--- src/rtl/lpw_pkg.sv ---
package lpw_pkg;

  typedef enum logic [1:0] {
    ST_RUN     = 2'd0,
    ST_LOWPWR  = 2'd1,
    ST_EXITING = 2'd2
  } lpw_state_e;

endpackage

--- src/rtl/lpw_cfg_reg.sv ---
module lpw_cfg_reg #(
  parameter int REG_W  = 8,
  parameter int PRIO_W = 4
) (
  input  logic              clk,
  input  logic              rst,
  input  logic              we,
  input  logic [REG_W-1:0]  wdata,
  output logic [REG_W-1:0]  rdata,
  output logic              enable,
  output logic [PRIO_W-1:0] threshold
);
  localparam int EN_BIT = REG_W - 1;
  localparam logic [REG_W-1:0] WR_MASK =
    (REG_W'(1) << EN_BIT) | ((REG_W'(1) << PRIO_W) - REG_W'(1));

  logic [REG_W-1:0] word_q;
  logic [REG_W-1:0] wr_keep;

  assign wr_keep = wdata & WR_MASK;

  always_ff @(posedge clk) begin
    if (rst)     word_q <= '0;
    else if (we) word_q <= wr_keep;
  end

  assign rdata     = word_q;
  assign enable    = word_q[EN_BIT];
  assign threshold = word_q[PRIO_W-1:0];


  cfg_write_readback_chk: assert property (@(posedge clk) disable iff (rst)
    we |=> (rdata == ($past(wdata) & WR_MASK)));


  cfg_hold_chk: assert property (@(posedge clk) disable iff (rst)
    !we |=> $stable(rdata));
endmodule

--- src/rtl/lpw_prio_cmp.sv ---
module lpw_prio_cmp #(
  parameter int PRIO_W = 4
) (
  input  logic              irq_valid,
  input  logic              irq_masked,
  input  logic [PRIO_W-1:0] irq_prio,
  input  logic [PRIO_W-1:0] threshold,
  output logic              wake
);
  logic above;

  assign above = irq_prio > threshold;
  assign wake  = irq_valid && !irq_masked && above;


  always_comb begin
    if (irq_masked) masked_no_wake_chk: assert (!wake);
  end
endmodule

--- src/rtl/lpw_seq.sv ---
module lpw_seq
  import lpw_pkg::*;
(
  input  logic clk,
  input  logic rst,
  input  logic enable,
  input  logic core_halted,
  input  logic wake,
  output logic lp_enter,
  output logic lp_exit
);
  lpw_state_e state_q, state_d;

  always_comb begin
    state_d = state_q;
    unique case (state_q)
      ST_RUN:     if (enable && core_halted) state_d = ST_LOWPWR;
      ST_LOWPWR:  if (wake)                  state_d = ST_EXITING;
      ST_EXITING: if (!core_halted)          state_d = ST_RUN;
      default:                               state_d = ST_RUN;
    endcase
  end

  always_ff @(posedge clk) begin
    if (rst) state_q <= ST_RUN;
    else     state_q <= state_d;
  end

  assign lp_enter = (state_q == ST_LOWPWR);
  assign lp_exit  = (state_q == ST_EXITING);


  enter_exit_excl_chk: assert property (@(posedge clk) disable iff (rst)
    !(lp_enter && lp_exit));


  disabled_stays_run_chk: assert property (@(posedge clk) disable iff (rst)
    (!lp_enter && !lp_exit && !enable) |=> !lp_enter);


  entry_chk: assert property (@(posedge clk) disable iff (rst)
    (!lp_enter && !lp_exit && enable && core_halted) |=> lp_enter);


  wake_exit_chk: assert property (@(posedge clk) disable iff (rst)
    (lp_enter && wake) |=> (lp_exit && !lp_enter));


  no_wake_hold_chk: assert property (@(posedge clk) disable iff (rst)
    (lp_enter && !wake) |=> lp_enter);


  exit_hold_chk: assert property (@(posedge clk) disable iff (rst)
    (lp_exit && core_halted) |=> lp_exit);


  exit_release_chk: assert property (@(posedge clk) disable iff (rst)
    (lp_exit && !core_halted) |=> (!lp_exit && !lp_enter));
endmodule

--- src/rtl/lpw_ctrl_top.sv ---
module lpw_ctrl_top #(
  parameter int REG_W  = 8,
  parameter int PRIO_W = 4
) (
  input  logic              clk,
  input  logic              rst,
  input  logic              cfg_we,
  input  logic [REG_W-1:0]  cfg_wdata,
  output logic [REG_W-1:0]  cfg_rdata,
  input  logic              core_halted,
  input  logic              irq_valid,
  input  logic              irq_masked,
  input  logic [PRIO_W-1:0] irq_prio,
  output logic              lp_enter,
  output logic              lp_exit
);
  logic              cfg_en;
  logic [PRIO_W-1:0] cfg_thr;
  logic              wake;

  lpw_cfg_reg #(.REG_W(REG_W), .PRIO_W(PRIO_W)) u_cfg (
    .clk       (clk),
    .rst       (rst),
    .we        (cfg_we),
    .wdata     (cfg_wdata),
    .rdata     (cfg_rdata),
    .enable    (cfg_en),
    .threshold (cfg_thr)
  );

  lpw_prio_cmp #(.PRIO_W(PRIO_W)) u_cmp (
    .irq_valid  (irq_valid),
    .irq_masked (irq_masked),
    .irq_prio   (irq_prio),
    .threshold  (cfg_thr),
    .wake       (wake)
  );

  lpw_seq u_seq (
    .clk         (clk),
    .rst         (rst),
    .enable      (cfg_en),
    .core_halted (core_halted),
    .wake        (wake),
    .lp_enter    (lp_enter),
    .lp_exit     (lp_exit)
  );


  reset_outputs_chk: assert property (@(posedge clk)
    rst |=> (!lp_enter && !lp_exit && cfg_rdata == '0));
endmodule

--- config.mk ---
export PLATFORM = sky130hd
export DESIGN_NAME = lpw_ctrl_top
export DESIGN_NICKNAME = d
export VERILOG_FILES = /design/src/rtl/lpw_pkg.sv /design/src/rtl/lpw_cfg_reg.sv /design/src/rtl/lpw_prio_cmp.sv /design/src/rtl/lpw_seq.sv /design/src/rtl/lpw_ctrl_top.sv
export SDC_FILE = /design/constraint.sdc
export NUM_CORES = 1
export LEC_CHECK = 0
export BUFFER_PORTS_ARGS = -buffer_cell sky130_fd_sc_hd__buf_4
export CAP_MARGIN = 25
export CORE_AREA = 10 10 47 49
export DETAILED_ROUTE_END_ITERATION = 10
export DIE_AREA = 0 0 57 59
export SYNTH_ARGS = -nofsm -noshare
export SYNTH_HDL_FRONTEND = slang
export SYNTH_SLANG_ARGS = --single-unit
--- constraint.sdc ---
create_clock -name clk -period 3.9 [get_ports clk]
set_input_delay 0.585 -clock clk [delete_from_list [all_inputs] [get_ports clk]]
set_output_delay 0.585 -clock clk [all_outputs]
set_load 0.05 [all_outputs]
======== After elaboration in Yosys (flattened, before gate mapping) ========
Cells that the tools add are included.
word-level totals
  bits in latches ......................... 0
  RAM bits ................................ 0
  output and inout port bits .............. 10
  memories kept ........................... 0
  word-level logic and storage cells ...... 18
  memory bits (read-only) ................. 0
  register bits ........................... 7
  input port bits ......................... 18
cells by class
  equal/unequal tests ..................... 5
  reduce and logical (&&, ||, !) cells .... 6
  shifts and indexed selects .............. 0
  div/mod/pow operators ................... 0
  magnitude comparators ................... 1
  mux-type cells .......................... 4
  $mul .................................... 0
  add/sub/neg operators ................... 0
  bitwise logic cells ..................... 0
operators with widths
  cell                                           number
  2-to-1 mux 2 bit                               3
  case mux 2 bit (3 select lines)                1
  > comparator 4 bit                             1
  != test 2 x 1 -> 1 bit, second input constant  2
  logical AND 1 bit                              3
  AND reduction 3 bit                            1
  == test 2 x 1 -> 1 bit, second input constant  1
  == test 2 bit, second input constant           1
  logical NOT 2 bit                              1
  != test 2 bit, second input constant           1
  logical NOT 1 bit                              1

======== Depth between registers and ports, before layout ========
  depth in word-level cells ............... 5
  depth in mapped cells ................... 6
  gate-level depth less buffers ........... 6

======== By module ========
A second synthesis with hierarchy kept.
unflattened totals
  cell total of the unflattened synthesis .. 49
  area total of the unflattened synthesis .. 459.2 µm²
modules (own cells, without submodules)
  module        times used  area an instance (µm²)  cells an instance  sequential area each (µm²)
  lpw_cfg_reg   1           244.0                   25                 100.1
  lpw_seq       1           112.6                   10                 40.0
  lpw_prio_cmp  1           102.6                   14                 0.0

======== Worst setup path after synthesis ========
OpenSTA, ideal clock, no wires.
  path type ............................... register to register
  from .................................... register u_cfg.word_q[1], in the netlist u_cfg.rdata[1]
  to ...................................... register u_seq.state_q[0]
  period minus slack after synthesis ...... 1.781 ns
  required time ........................... 3.797 ns
  buffers on the path ..................... 0
  path slack .............................. 2.119 ns
  library setup time ...................... 0.103 ns
  data arrival time ....................... 1.678 ns
  cell stages (with the launch flop) ...... 7
  cell sequence ........................... dfxtp_1 > inv_1 > ha_1 > nor2b_4 > o211ai_2 > a21oi_2 > a2111oi_2
between the ends
  word-level cells in the longest chain between the ends .. 4
ends and longest elaborated chain
  element                                  RTL line            RTL
  from (decl)                              lpw_cfg_reg.sv:17   logic [REG_W-1:0] word_q;
  from (signal assigned)                   lpw_cfg_reg.sv:24   else if (we) word_q <= wr_keep;
  > comparator 4 bit                       lpw_prio_cmp.sv:12  assign above = irq_prio > threshold;
  logical AND 1 bit                        lpw_prio_cmp.sv:13  assign wake = irq_valid && !irq_masked && above;
  != test 2 x 1 -> 1 bit (no source line)  --
  AND reduction 3 bit (no source line)     --
  to (signal assigned)                     lpw_seq.sv:26       else state_q <= state_d;
  to (decl)                                lpw_seq.sv:12       lpw_state_e state_q, state_d;
No other way between the ends.
A chain may end at the register's enable or synchronous reset.

======== Final worst setup path ========
  from .................................... register u_seq.state_q[1]
  to ...................................... output lp_exit
between the ends
  word-level cells in the longest chain between the ends .. 1
ends and longest elaborated chain
  element        RTL line            RTL
  == test 2 bit  lpw_seq.sv:30       assign lp_exit = (state_q == ST_EXITING);
  to (decl)      lpw_ctrl_top.sv:15  output logic lp_exit
No other way between the ends.

==> impl_metrics.toml <==
[cts]
numClockSinks = 7
htree_levels = 1
numCtsBuffers = 3
cts_hold_buf = 0
clockRootBuffer = "clkbuf_4"
post-cts-setup-buffer-count = 0
worstSkewPairLatency_ns = 0.25
cts_tree = "done"
cts-resized-gates = 0
clockBufferDepth = 2
clk_pin_slew_ns = 0.05

[cells_and_area]
drive_gt1_share_pct = 42.4
fin_cells = 82
final_util_pct = 42.2
diodes = 0
layout.nets = 89
syn_to_final_growth_pct = 42.5
fillerInstances = 151
mostFrequentLayoutCells = "buf_4 (21), dfxtp_1 (7), nor2_1 (6), mux2i_1 (5)"
layout_commonest_cell = "buf_4"

[place]
io_buffers = 21
pre_cts_ws_ns = 2.11
gp_congestion = 0.629
hpwl_um = 875
dp_cells = 78

[yosys]
synthCells = 44
synth_top_family_by_area = "simple AND/OR/NAND/NOR gates"
synth_compound_gate_area_share_pct = 14.2
synthAdderAreaFrac_pct = 12.0
netlist_area_um2 = 415
synth_cell_types = 17
synthSimpleGateAreaFrac_pct = 15.1
ys_seq_elements = 7
yosys_warnings = 0
synth_mux_area_share_pct = 12.0
synth.avg_cell_area_um2 = 9.44
synth-seq-area-share_pct = 33.7
synthXorXnorAreaFrac_pct = 0

[setup_path]
cp_slowest_stage_delay_ns = 0.38
slowest_stage = "dfxtp_1"
path_cells = "nor2b_1 > buf_4"
reg2reg_depth = 6
crit_required_ns = 3.31
crit_fanout = 4
critical_path_class = "register to output port"
end_kind = "output port"
cp-start-kind = "register"
worstPathArrival_ns = 1.03

[timing]
final.setup_skew_ns = 0.00419
setup_slack_ns = 2.29
slew_violations = 0
hold_viol = 0
period_minus_slack_ns = 1.61
setup-violations-final = 0
setup_tns_ns = 0
rsz0062_at_grt = "false"
max_freq_mhz = 621
min_period_over_period_pct = 41.3

[drt]
drt_iter0_drc = 0
via_count = 369
antenna_left = 0
wirelength_um = 992
drc = 0
vias_per_cell = 4.50
detail_route.wl_per_cell_um = 12.1
drt_pass1_iterations = 1

[worst_hold_path]
hold_path_depth = 1
hp-class = "register to register"

[power]
power_density_nw_per_um2 = 340
power_leakage_uw = 0.000298
peakVddDrop_v = 0.000168
power_uw = 201

[die]
start_util_pct = 29.6
fp.dieH_um = 59
num_rows = 14
core-area_um2 = 1400
io_pins = 28
die_area_um2 = 3360
die_x_um = 57

[grt]
grt_max_degree = 8
grt_pass1_vias = 432
grt_pass1_wl_um = 1730
track_usage_pct = 6.42
antenna_found_initial = 0
overflow = 0

[status]
status = "completed"

[run]
maxCapViolCount = 0
state kept, by name, indices dropped and copies added, names as in the netlist:
register	flops
u_cfg.rdata	5
u_seq.state_q	2
power breakdown:
group          leakage [uW]  switching (uW)  internal [uW]
clock network     0.0000150            26.1           39.0
logic              0.000225            33.5           24.2
registers         0.0000575            3.16           75.3
total              0.000298            62.8            138
critical path, delay by kind of cell (launching register included):
kind / cells / cell delay [ns]
DFF: 1 / 0.38
buffers and inverters: 1 / 0.22
and+or+nand+nor: 1 / 0.18
final timing paths:
| kind | startpoint | end | slack [ns] |
|---|---|---|---|
| setup reg to reg | u_cfg.rdata[1] | u_seq.state_q[0] | 2.39 |
| hold / removal | u_seq.state_q[1] | u_seq.state_q[0] | 0.49 |
| hold reg to reg | u_seq.state_q[1] | u_seq.state_q[0] | 0.49 |
| setup / recovery | u_seq.state_q[1] | lp_exit | 2.29 |
final cells by class:
class	instances	area, um^2	share of cell area (%)
inverter	4	15.0	2.54
sequential	7	140	23.7
timing repair buffer	21	158	26.6
clock buffer	4	26.3	4.44
multi-input combinational	30	233	39.3
tap	16	20.0	3.38
metrics by stage:
step,cell area [um^2],hold slack (ns)
finish,592,0.486
global route,592,0.517
CTS,592,0.488
detailed placement,566,0.481
global placement,566,0.473
floorplan,423,0.450
layer usage:
layer / GRT usage, % / part of all wire, % / vias to the layer above
li1: - / - / 186
met3: 3.65 / 13 / 2
met4: 6.04 / 0.91 / 0
met1: 6.71 / 44 / 164
met5: 0 / 0 / -
met2: 8.84 / 42 / 17
Yosys cell counts (all sizes together):
master | instances | area share, %
a2111oi | 1 | 3.6
a21oi | 4 | 5.7
buf | 5 | 8.4
conb | 1 | 0.90
dfxtp | 7 | 34
ha | 4 | 12
inv | 4 | 3.6
mux2i | 5 | 12
nand3b | 1 | 1.8
nand4 | 1 | 1.5
nor2 | 6 | 5.4
nor2b | 3 | 6.3
o211ai | 1 | 3.0
o21a | 1 | 1.8
cells by family after synthesis:
group	after synthesis
simple gates	11
buf+inv	9
compound gates	7
flops	7
mux	5
fa+ha+maj	4
other cells	1
Note: power is estimated with default switching activity, not from simulation.
